### src/rtl/arx_pkg.sv
package arx_pkg;
  localparam int WORD_W = 32;
  localparam int ROT_D1 = 16;
  localparam int ROT_B1 = 12;
  localparam int ROT_D2 = 8;
  localparam int ROT_B2 = 7;

  typedef logic [WORD_W-1:0] word_t;

  // rotate toward the least significant bit
  function automatic word_t rotr(word_t x, int n);
    return (x >> n) | (x << (WORD_W - n));
  endfunction

  // message/constant mixing term
  function automatic word_t mc_term(word_t m, word_t k);
    return m ^ k;
  endfunction
endpackage

### src/rtl/arx_half_mix.sv
module arx_half_mix
  import arx_pkg::*;
#(
  parameter int ROT_D = 16,
  parameter int ROT_B = 12
) (
  input  word_t a_i,
  input  word_t b_i,
  input  word_t c_i,
  input  word_t d_i,
  input  word_t addend,
  output word_t a_o,
  output word_t b_o,
  output word_t c_o,
  output word_t d_o
);
  word_t a_n, c_n, d_n;

  assign a_n = a_i + b_i + addend;
  assign d_n = rotr(d_i ^ a_n, ROT_D);
  assign c_n = c_i + d_n;
  assign b_o = rotr(b_i ^ c_n, ROT_B);
  assign a_o = a_n;
  assign c_o = c_n;
  assign d_o = d_n;
endmodule

### src/rtl/arx_qround_core.sv
module arx_qround_core
  import arx_pkg::*;
(
  input  word_t a_in,
  input  word_t b_in,
  input  word_t c_in,
  input  word_t d_in,
  input  word_t m_cur_odd,
  input  word_t c_cur_even,
  input  word_t m_next_even,
  input  word_t c_next_odd,
  input  logic  last_round,
  output word_t a_out,
  output word_t b_out,
  output word_t c_out,
  output word_t d_out,
  output word_t a_plain
);
  localparam word_t NO_ADDEND = '0;

  word_t a1, b1, c1, d1;
  word_t a2;
  word_t mc_cur, mc_next, a_ant;

  // first half: a arrives pre-added, so only a + b
  arx_half_mix #(.ROT_D(ROT_D1), .ROT_B(ROT_B1)) u_half1 (
    .a_i(a_in), .b_i(b_in), .c_i(c_in), .d_i(d_in), .addend(NO_ADDEND),
    .a_o(a1), .b_o(b1), .c_o(c1), .d_o(d1)
  );

  assign mc_cur = mc_term(m_cur_odd, c_cur_even);

  arx_half_mix #(.ROT_D(ROT_D2), .ROT_B(ROT_B2)) u_half2 (
    .a_i(a1), .b_i(b1), .c_i(c1), .d_i(d1), .addend(mc_cur),
    .a_o(a2), .b_o(b_out), .c_o(c_out), .d_o(d_out)
  );

  // anticipated addend of the following round, off the b/c/d chain
  assign mc_next = mc_term(m_next_even, c_next_odd);
  assign a_ant   = a2 + mc_next;
  assign a_plain = a2;
  assign a_out   = last_round ? a2 : a_ant;
endmodule

### src/rtl/arx_qround_iter.sv
module arx_qround_iter
  import arx_pkg::*;
(
  input  logic              clk,
  input  logic              rst_n,
  input  logic              load,
  input  logic [WORD_W-1:0] init_a,
  input  logic [WORD_W-1:0] init_b,
  input  logic [WORD_W-1:0] init_c,
  input  logic [WORD_W-1:0] init_d,
  input  logic [WORD_W-1:0] m_first,
  input  logic [WORD_W-1:0] c_first,
  input  logic              step,
  input  logic [WORD_W-1:0] m_cur_odd,
  input  logic [WORD_W-1:0] c_cur_even,
  input  logic [WORD_W-1:0] m_next_even,
  input  logic [WORD_W-1:0] c_next_odd,
  input  logic              last_round,
  output logic [WORD_W-1:0] a_q,
  output logic [WORD_W-1:0] b_q,
  output logic [WORD_W-1:0] c_q,
  output logic [WORD_W-1:0] d_q
);
  word_t a_nx_w, b_nx_w, c_nx_w, d_nx_w;
  word_t a_plain_w;
  word_t a_seed_w;

  arx_qround_core u_core (
    .a_in(a_q), .b_in(b_q), .c_in(c_q), .d_in(d_q),
    .m_cur_odd(m_cur_odd), .c_cur_even(c_cur_even),
    .m_next_even(m_next_even), .c_next_odd(c_next_odd),
    .last_round(last_round),
    .a_out(a_nx_w), .b_out(b_nx_w), .c_out(c_nx_w), .d_out(d_nx_w),
    .a_plain(a_plain_w)
  );

  // starting a carries the first round's addend already
  assign a_seed_w = init_a + mc_term(m_first, c_first);

  always_ff @(posedge clk) begin
    if (!rst_n) begin
      a_q <= '0;
      b_q <= '0;
      c_q <= '0;
      d_q <= '0;
    end else if (load) begin
      a_q <= a_seed_w;
      b_q <= init_b;
      c_q <= init_c;
      d_q <= init_d;
    end else if (step) begin
      a_q <= a_nx_w;
      b_q <= b_nx_w;
      c_q <= c_nx_w;
      d_q <= d_nx_w;
    end
  end
endmodule

### config.mk
export PLATFORM = sky130hd
export DESIGN_NAME = arx_qround_iter
export DESIGN_NICKNAME = d
export VERILOG_FILES = /design/src/rtl/arx_pkg.sv /design/src/rtl/arx_half_mix.sv /design/src/rtl/arx_qround_core.sv /design/src/rtl/arx_qround_iter.sv
export SDC_FILE = /design/constraint.sdc
export NUM_CORES = 1
export LEC_CHECK = 0
export ABC_CLOCK_PERIOD_IN_PS = 9300
export BUFFER_PORTS_ARGS = -buffer_cell sky130_fd_sc_hd__buf_4
export CORE_ASPECT_RATIO = 0.7
export CORE_UTILIZATION = 51
export CTS_CLUSTER_DIAMETER = 80
export CTS_CLUSTER_SIZE = 20
export DETAILED_ROUTE_END_ITERATION = 8
export PLACE_DENSITY_LB_ADDON = 0.05
export SETUP_SLACK_MARGIN = 0.3
export SYNTH_ARGS = -nofsm -noshare
export SYNTH_HDL_FRONTEND = slang
export SYNTH_SLANG_ARGS = --single-unit
export TNS_END_PERCENT = 30
### constraint.sdc
create_clock -name clk -period 9.3 [get_ports clk]
set_clock_uncertainty 0.15 [all_clocks]
set_input_delay 0.465 -clock clk [delete_from_list [all_inputs] [get_ports clk]]
set_output_delay 0.465 -clock clk [all_outputs]
set_load 0.01 [all_outputs]
==> results of run 1 <==
-- per-stage QoR --
stage               instance area (µm²)  setup WS, ns  hold WS, ns  TNS [ns]
floorplan                         18600         0.186        0.370         0
global placement                  27000         -1.33        0.402    -48.43
detailed placement                27000         -1.61        0.418    -68.31
CTS                               30500        -0.465       0.0389    -11.49
-- cell families after synthesis --
logic type	Yosys count	synth area share [%]
multiplexers	40	2.23
AND/OR/NAND/NOR	586	15.0
flip-flops	128	14.1
adder cells (fa/ha/maj)	222	16.8
XOR/XNOR	372	19.3
AO/OA/AOI/OAI	799	28.2
buffers and inverters	215	4.45
-- timing repair --
item                                    4_1_cts
gates cloned                                  0
endpoints found under the setup margin       81
gates resized for setup                     353
setup buffers                               143
pin swaps                                   201
-- layer usage --
metal,track usage [%],overflow
met1,86.0,8
met2,94.1,91
met3,71.5,9
met4,78.7,64
met5,58.1,0
==> impl_metrics.json, run 1 <==
{
  "status": "did not finish",
  "stop_stage": "global routing (5_1_grt)",
  "stop_error": "[ERROR GRT-0232] Routing congestion too high. Check the congestion heatmap in the GUI.",
  "grt_worst_setup_endpoint": "b_q[31]$_SDFFE_PN0P_/D",
  "hpwlAfterDp_um": 81100,
  "chipWidth_um": 228,
  "seq_area_frac_synth_pct": 14.1,
  "syn-cell-area_um2": 18200,
  "cts_max_level": 4,
  "synth_edf_count": 0,
  "grt_overflow": 172,
  "ios": 453,
  "post-synth-top-count-cell": "a21oi_1",
  "cts_made_buffers": 17,
  "yosys_warnings": 0,
  "globalRouteTotalUtil_pct": 83.4,
  "syn_nets": 2909,
  "start_util_pct": 52.1,
  "synth_top_area_cell": "dfxtp_1",
  "die_h_um": 160,
  "synth_common_cells": "a21oi_1, xnor2_1, ha_1",
  "avgSynthCellArea_um2": 7.70,
  "place.gp.congestion": 1.15,
  "synth_cell_type_count": 85,
  "placementRows": 57,
  "yosys.area.top_type_share_pct": 14.1,
  "place_inst": 3825,
  "async_reset_ff_share_pct": 0,
  "grt_max_degree": 67,
  "clockBufferDepth": 2,
  "ctsHoldBuffers": 0,
  "antenna_found_initial": 23,
  "clock_sinks": 128,
  "syn_inst": 2362,
  "root_buffer": "clkbuf_16",
  "port_buffers": 452,
  "worstEpCategory": "sequential cell input",
  "synth.area.top_cells": "dfxtp_1, ha_1, xnor2_1",
  "synth-seq-cells": 128,
  "synth_top_flop_cell": "dfxtp_1"
}
==> inputs of run 2 (changes only) <==
==> config.mk (replaced) <==
export PLATFORM = sky130hd
export DESIGN_NAME = arx_qround_iter
export DESIGN_NICKNAME = d
export VERILOG_FILES = /design/src/rtl/arx_pkg.sv /design/src/rtl/arx_half_mix.sv /design/src/rtl/arx_qround_core.sv /design/src/rtl/arx_qround_iter.sv
export SDC_FILE = /design/constraint.sdc
export NUM_CORES = 1
export LEC_CHECK = 0
export ABC_CLOCK_PERIOD_IN_PS = 12090
export BUFFER_PORTS_ARGS = -buffer_cell sky130_fd_sc_hd__buf_4
export CORE_UTILIZATION = 40
export DETAILED_ROUTE_END_ITERATION = 8
export PLACE_DENSITY_LB_ADDON = 0.15
export SYNTH_ARGS = -nofsm -noshare
export SYNTH_HDL_FRONTEND = slang
export SYNTH_SLANG_ARGS = --single-unit
export TNS_END_PERCENT = 30
==> constraint.sdc (replaced) <==
create_clock -name clk -period 12.09 [get_ports clk]
set_clock_uncertainty 0.15 [all_clocks]
set_input_delay 0.6045 -clock clk [delete_from_list [all_inputs] [get_ports clk]]
set_output_delay 0.6045 -clock clk [all_outputs]
set_load 0.01 [all_outputs]
==> run 2 against run 1 <==
The flow now finishes without violations. Synthesized area unchanged. Synthesized cell count did not move.
==> impl_metrics.json, run 2 <==
{
  "syn_inst": 2362,
  "hold_class": "in2reg",
  "place.gp.congestion": 1.09,
  "worst_pin_slew_ns": 1.22,
  "synth_top_area_cell": "dfxtp_1",
  "slew_violations": 0,
  "finalCriticalPeriod_ns": 11.75,
  "clock_sinks": 128,
  "drt-wirelength-per-cell_um": 26.3,
  "pre_cts_ws_ns": 0.208,
  "final_common_cell": "buf_4",
  "criticalPathCategory": "reg2reg",
  "avgSynthCellArea_um2": 7.70,
  "synth_edf_count": 0,
  "post-synth-top-count-cell": "a21oi_1",
  "async_reset_ff_share_pct": 0,
  "cp.required_ns": 12.25,
  "grt_overflow": 0,
  "path_clk_slew_ns": 0.06,
  "yosys.area.top_type_share_pct": 14.1,
  "hpwlAfterDp_um": 80300,
  "die_area_um2": 46300,
  "drt_pass1_iterations": 6,
  "synth_common_cells": "a21oi_1, xnor2_1, ha_1",
  "crit_path_max_incr_delay_ns": 0.63,
  "clk_latency_ns": 0.47,
  "syn_nets": 2909,
  "root_buffer": "clkbuf_16",
  "crit_top_cell": "buf_4",
  "port_buffers": 452,
  "grt_pass1_vias": 20200,
  "maxCapViolCount": 0,
  "worst-endpoint-arrival_ns": 11.91,
  "critPathLaunchType": "flop",
  "ctsHoldBuffers": 0,
  "timing.final.crit_share_pct": 97.2,
  "tns_ns": 0,
  "n_fill_cell": 4340,
  "start_util_pct": 40.8,
  "via_per_inst": 5.95,
  "synth_cell_type_count": 85,
  "slowest_stage": "dfxtp_1",
  "cts_max_level": 4,
  "grt_pass1_wl_um": 135000,
  "crit_fanout": 6,
  "status": "completed",
  "ios": 453,
  "cp_num_buf_inv": 10,
  "clockBufferDepth": 2,
  "rsz0062_at_grt": "no",
  "setup_slack_ns": 0.340,
  "drt_iter0_markers": 2268,
  "placementRows": 77,
  "vias": 21500,
  "drive_above_1_share_pct": 26.2,
  "slew_headroom_pct": 18.4,
  "fmax_mhz": 85.1,
  "drt_wl_total_um": 95100,
  "n_antenna_cell": 0,
  "chipWidth_um": 215,
  "cp-end-kind": "flop",
  "antenna_found_initial": 0,
  "globalRouteTotalUtil_pct": 39.8,
  "seq_area_frac_synth_pct": 14.1,
  "yosys_warnings": 0,
  "ant_nets": 0,
  "synth-seq-cells": 128,
  "synth_top_flop_cell": "dfxtp_1",
  "hold_viol": 0,
  "setup_viol": 0,
  "syn-cell-area_um2": 18200,
  "cpLargestDelayFamily": "compound AO/OA/AOI/OAI gates",
  "nets": 3563,
  "area.growth.synth_to_final_pct": 35.8,
  "cts_made_buffers": 17,
  "cts_tree": "done",
  "grt_max_degree": 60,
  "layout_common_cells": "buf_4, a21oi_1, xnor2_1, ha_1, nand2_1",
  "die_h_um": 215,
  "fin_util_pct": 55.5,
  "synth.area.top_cells": "dfxtp_1, ha_1, xnor2_1",
  "core_area_um2": 44500,
  "drc": 0
}
-- run 2: cell counts after synthesis --
Identical to the previous run, type by type.
-- run 2: layer usage --
metal  global-route usage (%)  vias up  wire [µm]
li1                         -     9817          -
met1                     53.2    10400      40600
met2                     63.9     1201      42900
met3                     6.30      147       7990
met4                     15.7        0       3720
met5                        0        -          0
-- run 2: final timing paths --
kind,startpoint,depth (start not counted),end,slack [ns]
worst min register to register,c_q[0]$_SDFFE_PN0P_,2,c_q[0]$_SDFFE_PN0P_,0.43
worst max register to register,b_q[16]$_SDFFE_PN0P_,50,b_q[23]$_SDFFE_PN0P_,0.34
worst max-delay path,b_q[16]$_SDFFE_PN0P_,50,b_q[23]$_SDFFE_PN0P_,0.34
worst min-delay path,init_d[26],3,d_q[26]$_SDFFE_PN0P_,0.18
-- run 2: metrics by stage --
step	instances	hold slack (ns)	instance area [µm²]
floorplan	2362	0.368	18200
global placement	3587	0.403	24000
detailed placement	3587	0.419	24000
CTS	3618	0.162	24600
global route	3620	0.185	24700
finish	3620	0.183	24700
-- run 2: logic make-up after synthesis --
group / Yosys count / synth area share, %
adder cells (fa/ha/maj): 222 / 16.8
flip-flops: 128 / 14.1
multiplexers: 40 / 2.23
XOR/XNOR: 372 / 19.3
AO/OA/AOI/OAI: 799 / 28.2
buffers and inverters: 215 / 4.45
AND/OR/NAND/NOR: 586 / 15.0
-- run 2: final cells by class --
cell class	instances	area (µm²)	share of cell area, %
Sequential cell	128	2560	10.4
Clock inverter	13	190	0.770
Timing Repair Buffer	719	5400	21.9
Inverter	131	494	2.00
Multi-Input combinational cell	2019	14900	60.3
Tap cell	592	741	3.00
Clock buffer	18	429	1.74
-- run 2: worst min-delay path: cells and delay by family --
| kind | cells | cell delay, ns |
|---|---|---|
| and+or+nand+nor | 1 | 0.04 |
| buffers and inverters | 1 | 0.08 |
| AOI/OAI and AO/OA | 1 | 0.05 |
-- run 2: repair_timing --
action	CTS	global route
setup buffers	0	2
endpoints found under the hold margin	0	0
endpoints found under the setup margin	0	44
gates resized for setup	0	16
Power of run 2 is not shown: default switching activity piles up to over one toggle a cycle in this logic, so the estimate is an artifact.
==> inputs of run 3 (changes only) <==
--- a/config.mk
+++ b/config.mk
@@ -6,7 +6,7 @@
 export NUM_CORES = 1
 export LEC_CHECK = 0
 export ABC_CLOCK_PERIOD_IN_PS = 12090
-export BUFFER_PORTS_ARGS = -buffer_cell sky130_fd_sc_hd__buf_4
+export BUFFER_PORTS_ARGS = -buffer_cell sky130_fd_sc_hd__buf_2
 export CORE_UTILIZATION = 40
 export DETAILED_ROUTE_END_ITERATION = 8
 export PLACE_DENSITY_LB_ADDON = 0.15
==> run 3 against run 2 <==
Worst setup slack improved by 0.065 ns. First-iteration DRC count fell by 12%. Sequential cell count is the same. Fmax increased by 0.56%. Critical path type unchanged.
==> impl_metrics.json, run 3 (synthesis gave the netlist of run 2 again) <==
{
  "start_util_pct": 40.8,
  "clk_latency_ns": 0.50,
  "setup_viol": 0,
  "timing.final.crit_share_pct": 96.6,
  "ant_nets": 0,
  "globalRouteTotalUtil_pct": 40.3,
  "maxCapViolCount": 0,
  "path_clk_slew_ns": 0.07,
  "crit_end": "b_q[23]$_SDFFE_PN0P_",
  "drive_above_1_share_pct": 27.6,
  "drt_iter0_markers": 2001,
  "worst-endpoint-arrival_ns": 11.89,
  "n_fill_cell": 4414,
  "ctsHoldBuffers": 0,
  "routed-wl-met2_um": 42100,
  "via_per_inst": 5.82,
  "area.growth.synth_to_final_pct": 32.4,
  "critPathLaunchType": "flop",
  "cts_tree": "done",
  "fmax_mhz": 85.6,
  "crit_fanout": 6,
  "vias": 21400,
  "nets": 3619,
  "hpwlAfterDp_um": 80200,
  "grt_overflow": 0,
  "holdWs_ns": 0.158,
  "drt_wl_total_um": 95200,
  "grt_pass1_wl_um": 135000,
  "antenna_found_initial": 2,
  "crit_start": "b_q[11]$_SDFFE_PN0P_",
  "wl_met1_um": 40500,
  "instances_no_fill": 3678,
  "hold_class": "in2reg",
  "pre_cts_ws_ns": -0.00691,
  "place.gp.congestion": 1.03,
  "hold_viol": 0,
  "clock_sinks": 128,
  "top_layer": "met5",
  "placementRows": 77,
  "ios": 453,
  "grt_pass1_vias": 20400,
  "reg2reg_slack_ns": 0.41,
  "drt_pass1_iterations": 6,
  "die_h_um": 215,
  "chipWidth_um": 215,
  "tns_ns": 0,
  "root_buffer": "clkbuf_16",
  "port_buffers": 452,
  "core_area_um2": 44500,
  "crit_path_max_incr_delay_ns": 0.65,
  "reg2reg_to": "b_q[23]$_SDFFE_PN0P_",
  "worst_pin_slew_ns": 1.10,
  "worstHoldPathCells": 3,
  "layout_common_cells": "buf_2, buf_4, a21oi_1, xnor2_1, ha_1",
  "slew_headroom_pct": 26.0,
  "cp-end-kind": "flop",
  "grt_max_degree": 130,
  "criticalPathCategory": "reg2reg",
  "clockBufferDepth": 2,
  "drc": 0,
  "slew_violations": 0,
  "final_common_cell": "buf_2",
  "slowest_stage": "xnor2_1",
  "wl_met3_um": 8340,
  "finalCriticalPeriod_ns": 11.68,
  "hold_start": "init_d[7]",
  "worstReg2RegStart": "b_q[11]$_SDFFE_PN0P_",
  "drt-wirelength-per-cell_um": 25.9,
  "cts_max_level": 4,
  "cts_made_buffers": 17,
  "die_area_um2": 46300,
  "rr_worst_depth": 49,
  "crit_top_cell": "buf_4",
  "rsz0062_at_grt": "no",
  "cp.required_ns": 12.30,
  "setup_slack_ns": 0.405,
  "status": "completed",
  "place_inst": 3643
}
[run 3: stage by stage]
step	area, µm²	util (%)
after floorplan	18200	-
after global placement	23300	52.4
after detailed placement	23300	52.4
after CTS	24000	53.8
after global routing	24100	54.1
final	24100	54.1
[run 3: what timing repair did]
action / 4_1_cts / 5_1_grt
gates resized for setup: 1 / 17
pin swaps: 0 / 1
endpoints found under the setup margin: 4 / 37
buffers inserted: 0 / 2
[run 3: layout make-up]
type                            instances  area [µm²]  share of cell area (%)
Multi-Input combinational cell       2019       14900                    61.9
Timing Repair Buffer                  775        4730                    19.6
Sequential cell                       128        2560                    10.6
Tap cell                              592         741                    3.08
Inverter                              131         494                    2.05
Clock buffer                           20         457                    1.90
Clock inverter                         12         184                   0.764
Antenna cell                            1        2.50                  0.0104
[run 3: worst min path at each step]
stage	endpoint	slack (ns)
after floorplan	c_q[0]$_SDFFE_PN0P_	0.37
after global placement	c_q[0]$_SDFFE_PN0P_	0.37
after detailed placement	c_q[0]$_SDFFE_PN0P_	0.39
after CTS	d_q[7]$_SDFFE_PN0P_	0.13
after global routing	d_q[7]$_SDFFE_PN0P_	0.15
final	d_q[7]$_SDFFE_PN0P_	0.16
[run 3: worst max-delay path, delay by kind of cell (launching register included)]
kind                       cells  cell delay [ns]
AOI/OAI and AO/OA             17             3.04
xor gates and xnor gates       8             2.50
and+or+nand+nor               11             2.25
adders and majority gates      5             1.74
buffers and inverters          8             1.25
DFF                            1             0.57
[run 3: per-layer routing]
metal | GRT usage (%) | vias to the layer above
met5 | 0 | -
met4 | 16.9 | 2
met3 | 8.35 | 174
met2 | 63.4 | 1084
met1 | 53.3 | 10200
li1 | - | 9932
Power of run 3 is left out for the same reason.
